===== src/rtl/sqsum3_pkg.sv =====
`timescale 1ns/1ps
package sqsum3_pkg;

  // Number of partial-product bits that land in one column of the merged
  // folded-squarer array (nin squarers of n-bit operands).
  function automatic int col_height(input int n, input int nin, input int col);
    int h;
    h = 0;
    for (int i = 0; i < n; i++) begin
      if (2 * i == col) h++;
      for (int j = i + 1; j < n; j++) begin
        if (i + j + 1 == col) h++;
      end
    end
    return h * nin;
  endfunction

  // Tallest column of the merged array.
  function automatic int max_height(input int n, input int nin);
    int m;
    m = 0;
    for (int c = 0; c < 2 * n; c++) begin
      if (col_height(n, nin, c) > m) m = col_height(n, nin, c);
    end
    return m;
  endfunction

  // Row count rounded up so that 4:2 layers halve it evenly.
  function automatic int pad_rows(input int rows);
    int p;
    p = 4;
    while (p < rows) p = p * 2;
    return p;
  endfunction

endpackage


===== src/rtl/sqsum3_ppg.sv =====
`timescale 1ns/1ps
// Folded squarer partial products of all operands, packed column by column
// into ROWS rows so that row r holds the r-th bit of every column.
module sqsum3_ppg #(
  parameter int IN_W   = 8,
  parameter int NUM_IN = 3,
  parameter int SUM_W  = 18,
  parameter int ROWS   = 15
) (
  input  logic [NUM_IN*IN_W-1:0]     opnd,
  output logic [ROWS-1:0][SUM_W-1:0] rows
);

  int fill [SUM_W];

  always_comb begin
    rows = '0;
    for (int c = 0; c < SUM_W; c++) fill[c] = 0;
    for (int s = 0; s < NUM_IN; s++) begin
      for (int i = 0; i < IN_W; i++) begin
        // diagonal term xi*xi collapses to xi at weight 2i
        rows[fill[2*i]][2*i] = opnd[s*IN_W + i];
        fill[2*i]++;
        // each cross term appears once, moved one column left
        for (int j = i + 1; j < IN_W; j++) begin
          rows[fill[i+j+1]][i+j+1] = opnd[s*IN_W + i] & opnd[s*IN_W + j];
          fill[i+j+1]++;
        end
      end
    end
  end

endmodule


===== src/rtl/sqsum3_csa.sv =====
`timescale 1ns/1ps
// Row-wide 3:2 counter: three vectors in, sum and shifted carry out.
module sqsum3_csa #(
  parameter int W = 18
) (
  input  logic [W-1:0] a,
  input  logic [W-1:0] b,
  input  logic [W-1:0] c,
  output logic [W-1:0] s,
  output logic [W-1:0] k
);

  assign s = a ^ b ^ c;
  assign k = {(a[W-2:0] & b[W-2:0]) | (a[W-2:0] & c[W-2:0]) | (b[W-2:0] & c[W-2:0]), 1'b0};

endmodule


===== src/rtl/sqsum3_c42.sv =====
`timescale 1ns/1ps
// Row-wide 4:2 compressor; the inner carry of each column feeds the next
// column's second adder through the shifted intermediate vector.
module sqsum3_c42 #(
  parameter int W = 18
) (
  input  logic [W-1:0] a,
  input  logic [W-1:0] b,
  input  logic [W-1:0] c,
  input  logic [W-1:0] d,
  output logic [W-1:0] s,
  output logic [W-1:0] k
);

  logic [W-1:0] mid_s;
  logic [W-1:0] mid_k;

  sqsum3_csa #(.W(W)) u_lo (.a(a),     .b(b), .c(c),     .s(mid_s), .k(mid_k));
  sqsum3_csa #(.W(W)) u_hi (.a(mid_s), .b(d), .c(mid_k), .s(s),     .k(k));

endmodule


===== src/rtl/sqsum3_tree.sv =====
`timescale 1ns/1ps
// Shared reduction tree: first layer mixes 4:2 compressors with a 3:2
// counter where a group is short of rows, later layers are all 4:2.
module sqsum3_tree #(
  parameter int W    = 18,
  parameter int ROWS = 15,
  parameter int PAD  = 16
) (
  input  logic [ROWS-1:0][W-1:0] rows,
  output logic [W-1:0]           sum_v,
  output logic [W-1:0]           cry_v
);

  localparam int LVL = $clog2(PAD) - 1;

  for (genvar l = 0; l < LVL; l++) begin : g_lvl
    localparam int NI = PAD >> l;
    localparam int NO = NI / 2;
    logic [NO-1:0][W-1:0] vout;

    for (genvar g = 0; g < NI / 4; g++) begin : g_grp
      if (l == 0) begin : g_first
        if (4*g + 3 < ROWS) begin : g_four
          sqsum3_c42 #(.W(W)) u_c42 (
            .a(rows[4*g]), .b(rows[4*g+1]), .c(rows[4*g+2]), .d(rows[4*g+3]),
            .s(vout[2*g]), .k(vout[2*g+1]));
        end else if (4*g + 2 < ROWS) begin : g_three
          sqsum3_csa #(.W(W)) u_csa (
            .a(rows[4*g]), .b(rows[4*g+1]), .c(rows[4*g+2]),
            .s(vout[2*g]), .k(vout[2*g+1]));
        end else if (4*g + 1 < ROWS) begin : g_two
          assign vout[2*g]   = rows[4*g];
          assign vout[2*g+1] = rows[4*g+1];
        end else if (4*g < ROWS) begin : g_one
          assign vout[2*g]   = rows[4*g];
          assign vout[2*g+1] = '0;
        end else begin : g_none
          assign vout[2*g]   = '0;
          assign vout[2*g+1] = '0;
        end
      end else begin : g_next
        sqsum3_c42 #(.W(W)) u_c42 (
          .a(g_lvl[l-1].vout[4*g]),   .b(g_lvl[l-1].vout[4*g+1]),
          .c(g_lvl[l-1].vout[4*g+2]), .d(g_lvl[l-1].vout[4*g+3]),
          .s(vout[2*g]), .k(vout[2*g+1]));
      end
    end
  end

  assign sum_v = g_lvl[LVL-1].vout[0];
  assign cry_v = g_lvl[LVL-1].vout[1];

endmodule


===== src/rtl/sqsum3_cpa.sv =====
`timescale 1ns/1ps
// Carry-propagate adder from GRP-bit ripple groups, each with a skip path
// that passes the incoming carry when the whole group propagates.
module sqsum3_cpa #(
  parameter int W   = 18,
  parameter int GRP = 4
) (
  input  logic [W-1:0] a,
  input  logic [W-1:0] b,
  output logic [W-1:0] s
);

  localparam int NG = (W + GRP - 1) / GRP;

  logic [W-1:0]  pp;
  logic [W-2:0]  gn;
  logic [W-1:0]  cb;
  logic [NG-1:0] cg;

  assign pp    = a ^ b;
  assign cg[0] = 1'b0;

  for (genvar g = 0; g < NG; g++) begin : g_grp
    localparam int LO = g * GRP;
    localparam int HI = (LO + GRP > W) ? W - 1 : LO + GRP - 1;

    for (genvar k = LO; k <= HI; k++) begin : g_bit
      if (k < W - 1) begin : g_gen
        assign gn[k] = a[k] & b[k];
      end
      if (k == LO) begin : g_head
        assign cb[k] = cg[g];
      end else begin : g_body
        assign cb[k] = gn[k-1] | (pp[k-1] & cb[k-1]);
      end
      assign s[k] = pp[k] ^ cb[k];
    end

    if (g < NG - 1) begin : g_skip
      logic rip;
      assign rip       = gn[HI] | (pp[HI] & cb[HI]);
      assign cg[g+1]   = (&pp[HI:LO]) ? cg[g] : rip;
    end
  end

endmodule


===== src/rtl/sqsum3_rsync.sv =====
`timescale 1ns/1ps
// Reset that asserts at once and deasserts on the second clock edge.
module sqsum3_rsync (
  input  logic clk,
  input  logic rst_n,
  output logic rst_sync_n
);

  logic [1:0] sr_q;
  logic [1:0] sr_d;

  always_comb sr_d = {sr_q[0], 1'b1};

  always_ff @(posedge clk or negedge rst_n) begin
    if (!rst_n) sr_q <= 2'b00;
    else        sr_q <= sr_d;
  end

  assign rst_sync_n = sr_q[1];

endmodule


===== src/rtl/sqsum3.sv =====
`timescale 1ns/1ps
module sqsum3 #(
  parameter  int IN_W   = 8,
  parameter  int NUM_IN = 3,
  localparam int SUM_W  = 2 * IN_W + $clog2(NUM_IN)
) (
  input  logic                   clk,
  input  logic                   rst_n,
  input  logic                   in_vld,
  input  logic [NUM_IN*IN_W-1:0] comp_in,
  output logic                   red_vld,
  output logic [SUM_W-1:0]       red_sum,
  output logic [SUM_W-1:0]       red_cry,
  output logic                   sum_vld,
  output logic [SUM_W-1:0]       sum_out
);

  import sqsum3_pkg::*;

  localparam int ROWS = max_height(IN_W, NUM_IN);
  localparam int PAD  = pad_rows(ROWS);

  logic rst_sync_n;

  logic [ROWS-1:0][SUM_W-1:0] pp_rows;
  logic [SUM_W-1:0]           tree_s;
  logic [SUM_W-1:0]           tree_c;
  logic [SUM_W-1:0]           cpa_s;

  logic             s1_vld_q, s1_vld_d;
  logic [SUM_W-1:0] s1_sum_q, s1_sum_d;
  logic [SUM_W-1:0] s1_cry_q, s1_cry_d;
  logic             s2_vld_q, s2_vld_d;
  logic [SUM_W-1:0] s2_sum_q, s2_sum_d;

  sqsum3_rsync u_rsync (.clk(clk), .rst_n(rst_n), .rst_sync_n(rst_sync_n));

  sqsum3_ppg #(.IN_W(IN_W), .NUM_IN(NUM_IN), .SUM_W(SUM_W), .ROWS(ROWS)) u_ppg (
    .opnd(comp_in), .rows(pp_rows));

  sqsum3_tree #(.W(SUM_W), .ROWS(ROWS), .PAD(PAD)) u_tree (
    .rows(pp_rows), .sum_v(tree_s), .cry_v(tree_c));

  sqsum3_cpa #(.W(SUM_W), .GRP(4)) u_cpa (
    .a(s1_sum_q), .b(s1_cry_q), .s(cpa_s));

  // next state: each stage loads only when its own strobe is present
  always_comb begin
    s1_vld_d = in_vld;
    s1_sum_d = in_vld ? tree_s : s1_sum_q;
    s1_cry_d = in_vld ? tree_c : s1_cry_q;
    s2_vld_d = s1_vld_q;
    s2_sum_d = s1_vld_q ? cpa_s : s2_sum_q;
  end

  always_ff @(posedge clk or negedge rst_sync_n) begin
    if (!rst_sync_n) begin
      s1_vld_q <= 1'b0;
      s1_sum_q <= '0;
      s1_cry_q <= '0;
      s2_vld_q <= 1'b0;
      s2_sum_q <= '0;
    end else begin
      s1_vld_q <= s1_vld_d;
      s1_sum_q <= s1_sum_d;
      s1_cry_q <= s1_cry_d;
      s2_vld_q <= s2_vld_d;
      s2_sum_q <= s2_sum_d;
    end
  end

  assign red_vld = s1_vld_q;
  assign red_sum = s1_sum_q;
  assign red_cry = s1_cry_q;
  assign sum_vld = s2_vld_q;
  assign sum_out = s2_sum_q;

endmodule


===== config.mk =====
export PLATFORM = sky130hd
export DESIGN_NAME = sqsum3
export DESIGN_NICKNAME = d
export VERILOG_FILES = /design/src/rtl/sqsum3_pkg.sv /design/src/rtl/sqsum3_ppg.sv /design/src/rtl/sqsum3_csa.sv /design/src/rtl/sqsum3_c42.sv /design/src/rtl/sqsum3_tree.sv /design/src/rtl/sqsum3_cpa.sv /design/src/rtl/sqsum3_rsync.sv /design/src/rtl/sqsum3.sv
export SDC_FILE = /design/constraint.sdc
export NUM_CORES = 1
export LEC_CHECK = 0
export BUFFER_PORTS_ARGS = -buffer_cell sky130_fd_sc_hd__buf_2
export CAP_MARGIN = 15
export CORE_AREA = 2 2 98 100
export DETAILED_ROUTE_END_ITERATION = 16
export DIE_AREA = 0 0 100 102
export PLACE_DENSITY = 0.85
export SYNTH_ARGS = -nofsm -noshare
export SYNTH_HDL_FRONTEND = slang
export SYNTH_SLANG_ARGS = --single-unit

===== constraint.sdc =====
create_clock -name clk -period 1.81 [get_ports clk]
set_input_delay 0.0905 -clock clk [delete_from_list [all_inputs] [get_ports clk]]
set_output_delay 0.0905 -clock clk [all_outputs]
set_load 0.01 [all_outputs]

==> reports/summary.txt, run 1 <==
RUN STATUS
----------------------------------------------------------------------------------
Status .............................................................. complete, but fails checks
Violations in the final reports ..................................... negative setup slack

SYNTHESIS
----------------------------------------------------------------------------------
Synth Instances .....................................................          445
Area share of the leading cell type in the synthesized netlist ......        30.6%
Sequential-to-total area share from yosys stat ......................        24.9%
Commonest cells post-synth .......................................... 80 x fa_1, 74 x inv_1, 66 x and2_1
Most instantiated library cell after synthesis ......................         fa_1
Dominant cells by area after synthesis .............................. fa_1 31%, dfrtp_1 25%, ha_1 12%, mux2_2 10%, and2_1 7.9%
Predominant post-synthesis flop cell ................................      dfrtp_1
Fraction of synthesis flops using an asynchronous set or reset pin ..         100%
Total standard cell area after synthesis ............................ 0.00523 mm^2
Synthesized area divided by synthesized cell count ..................    11.8 um^2
Number of synthesis warnings ........................................            0
Flop and latch count out of synthesis ...............................           52
Post-synthesis cell type with the largest combined area .............         fa_1
Number of distinct library cells after synthesis ....................           23
Number of synthesized flops with an enable pin ......................            0

STA
----------------------------------------------------------------------------------
Total count of hold-check failures in the final report ..............            0
Final number of setup-violating endpoints ...........................           37
Worst hold margin ...................................................     0.104 ns
Worst-case setup margin in the final layout .........................     -3.23 ns
Final Slew Violations ...............................................            0
Part of the cycle the worst path needs ..............................         278%
Setup repair after global routing missed its margin .................         true
F_max ...............................................................      198 MHz
Transition time at the pin with the least slew margin ...............     0.580 ns
Final worst clock skew ..............................................   0.00229 ns
Shortest period the worst path allows ...............................      5.04 ns
Slew headroom .......................................................        61.4%

CLOCK NETWORK
----------------------------------------------------------------------------------
Clock slew seen by the registers of the worst setup and hold paths ..      0.09 ns
TritonCTS clock tree ................................................          yes
Clock sink count ....................................................           52
Number of buffers between clock root and the deepest sink ...........            2
Latest clock arrival within the worst-skew pair .....................      0.31 ns
Number of buffers inserted during clock tree synthesis ..............            5
Count of H-tree levels built during CTS .............................            2
Root buf cell .......................................................     clkbuf_8

DIE
----------------------------------------------------------------------------------
Vertical die dimension ..............................................       102 um
Starting utilization of the core area ...............................        57.4%
Die Span X ..........................................................       100 um
Number of core rows .................................................           35
Top Ports ...........................................................           83
DIE AREA ............................................................  0.0102 mm^2
Core Area ........................................................... 0.00911 mm^2

DETAILED ROUTING
----------------------------------------------------------------------------------
Wire length per cell after detailed routing .........................      17.3 um
Total routed wire length on the met1 layer ..........................      4570 um
Top layer reached by signal wires ...................................         met4
Via count of the routed design ......................................        3,662
Number of remaining DRC errors ......................................            0
Final ANT Viol Nets .................................................            0
Average via count per standard cell .................................         5.22
First-pass DRT Iterations ...........................................            5
DRT iter0 DRCs ......................................................          131
Detailed route wirelength on metal2 .................................      6590 um
Routed length on met3 ...............................................       495 um
Sum of routed wire length over all layers ...........................    12,100 um

PWR
----------------------------------------------------------------------------------
Power per unit of standard cell area ................................ 1260 mW/mm^2
Static Leak .........................................................      3.53 nW
Max rail drop VDD ...................................................   0.000884 V

GLOBAL ROUTING
----------------------------------------------------------------------------------
Initial antenna violation count .....................................            0
Number of global-route vias before repair ...........................        4,214
Pin count of the biggest net entering global routing ................           51
Total track usage ...................................................        25.2%
Leftover overflow at the end of global routing ......................            0
First-pass GRT wire length ..........................................    19,600 um

WORST SETUP PATH
----------------------------------------------------------------------------------
Most frequent cell on the critical path .............................         fa_2
First element of the critical path ..................................   red_sum[6]
Critical path endpoint category .....................................     register
Worst-path cell chain ............................................... ha_2 > fa_2 > inv_2 > nor2_2 > fa_2 > fa_2 > fa_2 > fa_2 > nand2_2 > nand2_2 > fa_2 > fa_2 > fa_2 > fa_2 > inv_2 > a22oi_2 > fa_2 > xnor2_1 > xnor2_1 > mux2_2
Arrival time of the worst setup path ................................      5.24 ns
CP required .........................................................      2.01 ns
Maximum cell stage delay along the critical path ....................      0.41 ns
Startpoint-to-endpoint class of the critical path ...................      reg2reg
Cell at the slowest stage of the critical path ......................      dfrtp_1
Critical path startpoint category ...................................     register
Startpoint of the worst-slack reg-to-reg timing path ................   red_sum[6]
Family of cells with the greatest summed delay on the critical path .  adder cells
Critical path depth in cells ........................................           20
Critical path buffer and inverter count .............................            2
Top fanout value on the critical path ...............................            2
Count of cells along the worst register-to-register path ............           20

CELLS AND AREA
----------------------------------------------------------------------------------
Fraction of layout instances using a drive strength above 1 .........        58.5%
Final net count .....................................................          747
Relative area change from synthesis to final layout .................        36.4%
Layout fillers ......................................................          514
Area of all placed cells without fillers ............................ 0.00713 mm^2
Number of antenna cells inserted ....................................            0
Finished Core Util ..................................................        78.3%

RUN
----------------------------------------------------------------------------------
Max-cap violation count .............................................            0

WORST HOLD PATH
----------------------------------------------------------------------------------
Path category of the worst min-delay check ..........................     in2async

PLACED DESIGN
----------------------------------------------------------------------------------
Post-detailed-placement half-perimeter wirelength ...................      9130 um
I/O Buffers .........................................................           76
GP Congestion .......................................................        0.837
Total cell area at the placement stage .............................. 0.00641 mm^2

path summary, 6_finish.rpt:
check                                  end  slack, ns
setup / recovery               sum_out[17]      -3.23
hold / removal             u_rsync.sr_q[1]       0.10
setup reg to reg               sum_out[17]      -3.23
hold reg to reg                    sum_vld       0.25
max in group asynchronous      red_sum[16]       1.33
min in group clk                   red_vld       0.31
sequential cells by signal, summed over array words and instances (netlist names):
register      count
sum_out          18
red_sum          18
u_rsync.sr_q      2
red_vld           1
red_cry          12
sum_vld           1
stage by stage:
stage	total power [mW]	cells	setup TNS (ns)	setup WS, ns
2_1_floorplan	5.34	450	-51.79	-3.13
3_3_place_gp	7.01	682	-59.02	-3.14
3_5_place_dp	7.34	682	-61.27	-3.25
4_1_cts	8.76	699	-49.48	-3.23
5_1_grt	9.86	701	-53.71	-3.39
6_report	9.02	701	-51.51	-3.23
cell type report:
class,instances,area [um^2],share of cell area (%)
multi-input cells,306,4140,58.0
flip-flops and latches,52,1300,18.3
repair buffers,150,1160,16.3
inverters,74,278,3.89
well taps,111,139,1.95
clock buffers,5,68.8,0.965
clock inverters,3,42.5,0.596
where the power goes:
part           internal (mW)  switching [mW]  total, mW
logic                   3.42            2.83       6.25
registers               1.64           0.329       1.97
clock network          0.409           0.391      0.800
cell families after synthesis:
family / count (synthesis) / share of synthesized area, %
compound gates: 9 / 1.05
mux: 48 / 10.3
flops: 52 / 24.9
fa+ha+maj: 131 / 42.8
other cells: 2 / 0.144
buf+inv: 92 / 7.63
simple gates: 101 / 11.5
xor+xnor: 10 / 1.67
placed cells by master (no fill, tap or decap), drive strengths merged, types with 5 or more instances in the layout:
master and instances:
buf 149, fa 80, inv 74, and2 66
dfrtp 52, ha 51, mux2 48, nand2 15
nor2b 11, xnor2 8, conb 7, clkbuf 5
per-layer routing:
layer	track usage, %	up-vias
li1	-	1639
met3	3.28	44
met1	29.5	1859
met2	47.4	120
met4	9.38	0
met5	0	-
timing repair:
action	in CTS	in global routing
pin swaps	27	21
setup endpoints to repair	37	37
buffers inserted	8	4
resized for setup	120	33
cloned	0	0
hold buffers	1	0
endpoints found under the hold margin	2	0
worst register-to-register path: stages, from the launching register on:
cell     delay, ns
dfrtp_1       0.41
ha_2          0.20
fa_2          0.34
inv_2         0.07
nor2_2        0.04
fa_2          0.33
fa_2          0.34
fa_2          0.34
fa_2          0.36
nand2_2       0.08
nand2_2       0.06
fa_2          0.33
fa_2          0.34
fa_2          0.34
fa_2          0.34
inv_2         0.06
a22oi_2       0.07
fa_2          0.35
xnor2_1       0.14
xnor2_1       0.12
mux2_2        0.26
No activity file was read; power rests on OpenSTA's default activity.
==> run 2: changes to the inputs <==
--- a/config.mk
+++ b/config.mk
@@ -5,12 +5,15 @@
 export SDC_FILE = /design/constraint.sdc
 export NUM_CORES = 1
 export LEC_CHECK = 0
+export ABC_AREA = 1
 export BUFFER_PORTS_ARGS = -buffer_cell sky130_fd_sc_hd__buf_2
 export CAP_MARGIN = 15
-export CORE_AREA = 2 2 98 100
+export CORE_AREA = 2 2 99 101
 export DETAILED_ROUTE_END_ITERATION = 16
-export DIE_AREA = 0 0 100 102
+export DIE_AREA = 0 0 101 103
 export PLACE_DENSITY = 0.85
+export REMOVE_ABC_BUFFERS = 1
+export SLEW_MARGIN = 20
 export SYNTH_ARGS = -nofsm -noshare
 export SYNTH_HDL_FRONTEND = slang
 export SYNTH_SLANG_ARGS = --single-unit
==> run 2 against run 1 <==
Effect of this change:
- the run still ends with negative setup slack left
- synthesized cell count is 31% higher
- clock-buffer cell count grew 1
- sequential share of layout area down 0.50 points
- hold slack lost 0.024 ns
- clock power shrank 14%
- non-clock buffer count rose by 18
- register-to-register slack lost 0.16 ns
- utilization shrank 0.77 points
- design area is 2.8% higher
- critical endpoint unchanged
==> reports/summary.txt, run 2 <==
CLOCK NETWORK
---------------------------------------------------------------------------------
TritonCTS clock tree ...............................................          yes
Number of buffers between clock root and the deepest sink ..........            2   unchanged
Root buf cell ......................................................     clkbuf_8
Clock sink count ...................................................           52   unchanged
Clock slew seen by the registers of the worst setup and hold paths .      0.10 ns   about the same
Count of H-tree levels built during CTS ............................            2   unchanged
Number of buffers inserted during clock tree synthesis .............            5   unchanged
Latest clock arrival within the worst-skew pair ....................      0.31 ns   about the same

STA
---------------------------------------------------------------------------------
Setup repair after global routing missed its margin ................         true
Slew headroom ......................................................        39.7%   -22 points
Final number of setup-violating endpoints ..........................           36   -2.7%
Worst-case setup margin in the final layout ........................     -3.39 ns   -0.165 ns
Final Slew Violations ..............................................            0   unchanged
Shortest period the worst path allows ..............................      5.20 ns   +0.165 ns
Part of the cycle the worst path needs .............................         287%   +9.1 points
Transition time at the pin with the least slew margin ..............     0.905 ns   +0.326 ns
Total count of hold-check failures in the final report .............            0   unchanged
Final worst clock skew .............................................   0.00706 ns   +0.00477 ns
F_max ..............................................................      192 MHz   -3.2%

RUN STATUS
---------------------------------------------------------------------------------
Status ............................................................. complete, but fails checks
Violations in the final reports .................................... negative setup slack

WORST SETUP PATH
---------------------------------------------------------------------------------
First element of the critical path .................................   red_cry[6]
Critical path startpoint category ..................................     register
Critical path endpoint category ....................................     register
Arrival time of the worst setup path ...............................      5.41 ns   +0.17 ns
CP required ........................................................      2.02 ns   about the same
Startpoint of the worst-slack reg-to-reg timing path ...............   red_cry[6]
Count of cells along the worst register-to-register path ...........           23   +15%
Top fanout value on the critical path ..............................            2   unchanged
Startpoint-to-endpoint class of the critical path ..................      reg2reg

SYNTHESIS
---------------------------------------------------------------------------------
Most instantiated library cell after synthesis .....................        inv_1
Sequential-to-total area share from yosys stat .....................        24.1%   -0.77 points
Predominant post-synthesis flop cell ...............................      dfrtp_1
Synthesized area divided by synthesized cell count .................    9.24 um^2   -21%
Number of synthesized flops with an enable pin .....................            0   unchanged
Number of synthesis warnings .......................................            0   unchanged
Fraction of synthesis flops using an asynchronous set or reset pin .         100%   unchanged
Total standard cell area after synthesis ........................... 0.00540 mm^2   +3.2%
Flop and latch count out of synthesis ..............................           52   unchanged
Post-synthesis cell type with the largest combined area ............         fa_1
Number of distinct library cells after synthesis ...................           22   -4.3%
Commonest cells post-synth ......................................... 156 x inv_1, 144 x nand2_1, 80 x fa_1
Dominant cells by area after synthesis ............................. fa_1 30%, dfrtp_1 24%, ha_1 12%, inv_1 11%, nand2_1 10%
Area share of the leading cell type in the synthesized netlist .....        29.7%   -0.95 points
Synth Instances ....................................................          584   +31%

PLACED DESIGN
---------------------------------------------------------------------------------
I/O Buffers ........................................................           76   unchanged
Total cell area at the placement stage ............................. 0.00624 mm^2   -2.7%
Post-detailed-placement half-perimeter wirelength ..................      9510 um   +4.2%
Worst setup slack before clock tree synthesis ......................     -3.83 ns   -0.576 ns
GP Congestion ......................................................        0.879   +5.0%

CELLS AND AREA
---------------------------------------------------------------------------------
Top library cells by usage in the layout, fill and taps aside ...... 115 x nand2_1, 99 x inv_1, 71 x buf_4, 57 x inv_2, 57 x buf_2
Commonest non-fill, non-tap cell in the layout .....................      nand2_1
Area of all placed cells without fillers ........................... 0.00734 mm^2   +2.8%
Fraction of layout instances using a drive strength above 1 ........        48.5%   -10 points
Number of antenna cells inserted ...................................            0   unchanged
Relative area change from synthesis to final layout ................        35.9%
Final net count ....................................................          889   +19%

DETAILED ROUTING
---------------------------------------------------------------------------------
Sum of routed wire length over all layers ..........................    14,000 um   +15%
Wire length per cell after detailed routing ........................      16.5 um   -4.5%
DRT iter0 DRCs .....................................................          183   +40%
Number of remaining DRC errors .....................................            0   unchanged
First-pass DRT Iterations ..........................................            4   -1
Final ANT Viol Nets ................................................            0   unchanged
Via count of the routed design .....................................        4,273   +17%
Average via count per standard cell ................................         5.05   -3.3%

DIE
---------------------------------------------------------------------------------
Vertical die dimension .............................................       103 um   +0.98%
Top Ports ..........................................................           83   unchanged
Die Span X .........................................................       101 um   +1.0%
Starting utilization of the core area ..............................        57.1%   -0.35 points
Core Area .......................................................... 0.00946 mm^2   +3.8%
DIE AREA ...........................................................  0.0104 mm^2   +2.0%
Number of core rows ................................................           36   +2.9%

WORST HOLD PATH
---------------------------------------------------------------------------------
Path category of the worst min-delay check .........................     in2async

GLOBAL ROUTING
---------------------------------------------------------------------------------
Pin count of the biggest net entering global routing ...............           51   unchanged
Total track usage ..................................................        27.8%   +2.7 points
First-pass GRT wire length .........................................    22,100 um   +12%
Initial antenna violation count ....................................            0   unchanged
Leftover overflow at the end of global routing .....................            0   unchanged
Number of global-route vias before repair ..........................        4,844   +15%

PWR
---------------------------------------------------------------------------------
Power per unit of standard cell area ............................... 1220 mW/mm^2   -3.3%
Static Leak ........................................................      4.15 nW   +18%
Max rail drop VDD ..................................................   0.000938 V   +6.1%
Post-layout total power ............................................      8.97 mW   -0.56%

RUN
---------------------------------------------------------------------------------
Max-cap violation count ............................................            0   unchanged

-- run 2: cell types whose count changed after synthesis, sizes merged, moves of 7 or more --
cell / before / now
o21ai: 3 / 18
and2: 66 / 1
nor2b: 11 / 0
mux2: 48 / 22
nand2: 15 / 144
inv: 74 / 156
clkbuf: 1 / 8
buf: 17 / 25
-- run 2: repair_timing --
item                       CTS  global route
resized for setup          210            59
pin swaps                   37            30
hold endpoints to repair     2             0
buffers inserted            12            14
hold buffers                 1             0
setup endpoints to repair   37            37
-- run 2: power breakdown --
part	switching, mW	internal (mW)	leakage, nW
Clock	0.385	0.306	0.0510
Sequential	0.337	1.60	0.646
Combinational	3.08	3.26	3.46
-- run 2: per-stage QoR --
stage	setup TNS [ns]	hold WS [ns]	cells	util (%)
3_3_place_gp	-60.55	-0.125	813	66.0
6_report	-49.77	0.0793	846	77.6
5_1_grt	-52.37	0.0724	846	77.6
3_5_place_dp	-63.08	-0.122	813	66.0
4_1_cts	-48.71	0.0778	834	74.9
2_1_floorplan	-51.45	-0.205	556	-
-- run 2: path summary, 6_finish.rpt --
| path | slack, ns | endpoint |
|---|---|---|
| min | 0.08 | u_rsync.sr_q[1] |
| max reg2reg | -3.39 | sum_out[17] |
| max in group asynchronous | 1.01 | red_cry[6] |
| min in group clk | 0.36 | red_vld |
| max | -3.39 | sum_out[17] |
| min reg2reg | 0.36 | u_rsync.sr_q[1] |
-- run 2: per-layer routing --
layer | global-route usage [%] | share of wire (%)
met1 | 30.5 | 35
met2 | 54.8 | 57
met3 | 4.07 | 4.6
met4 | 9.36 | 3.0
met5 | 0 | 0
-- run 2: cells by family (layout without fill, tap and decap cells) --
kind of cell | Yosys count | after routing | share of synthesized area [%]
buf+inv | 189 | 332 | 14.6
simple gates | 155 | 155 | 10.9
fa+ha+maj | 131 | 131 | 41.5
flops | 52 | 52 | 24.1
compound gates | 25 | 25 | 2.64
mux | 22 | 22 | 4.87
xor+xnor | 8 | 8 | 1.30
other cells | 2 | 7 | 0.139
-- run 2: cell type report --
class,count,area [um^2]
Clock buffer,6,82.6
Clock inverter,2,10.0
Fill cell,581,2120
Inverter,156,586
Multi-Input combinational cell,348,3880
Sequential cell,52,1300
Tap cell,114,143
Timing Repair Buffer,168,1330
-- run 2: worst max-delay path: stages (launching register included) --
cell and delay (ns):
dfrtp_1 0.41, ha_2 0.19, fa_2 0.33, o21ai_2 0.08, inv_2 0.05, fa_2 0.35
fa_2 0.34, fa_2 0.34, fa_2 0.34, o21bai_4 0.18, and2_4 0.14, fa_2 0.33
fa_2 0.36, fa_2 0.37, fa_2 0.33, o21ai_1 0.08, nand2_1 0.10, fa_2 0.40
inv_2 0.07, nor2_2 0.04, nor2_1 0.09, nand2_1 0.05, nand3_1 0.07, nand2_1 0.05
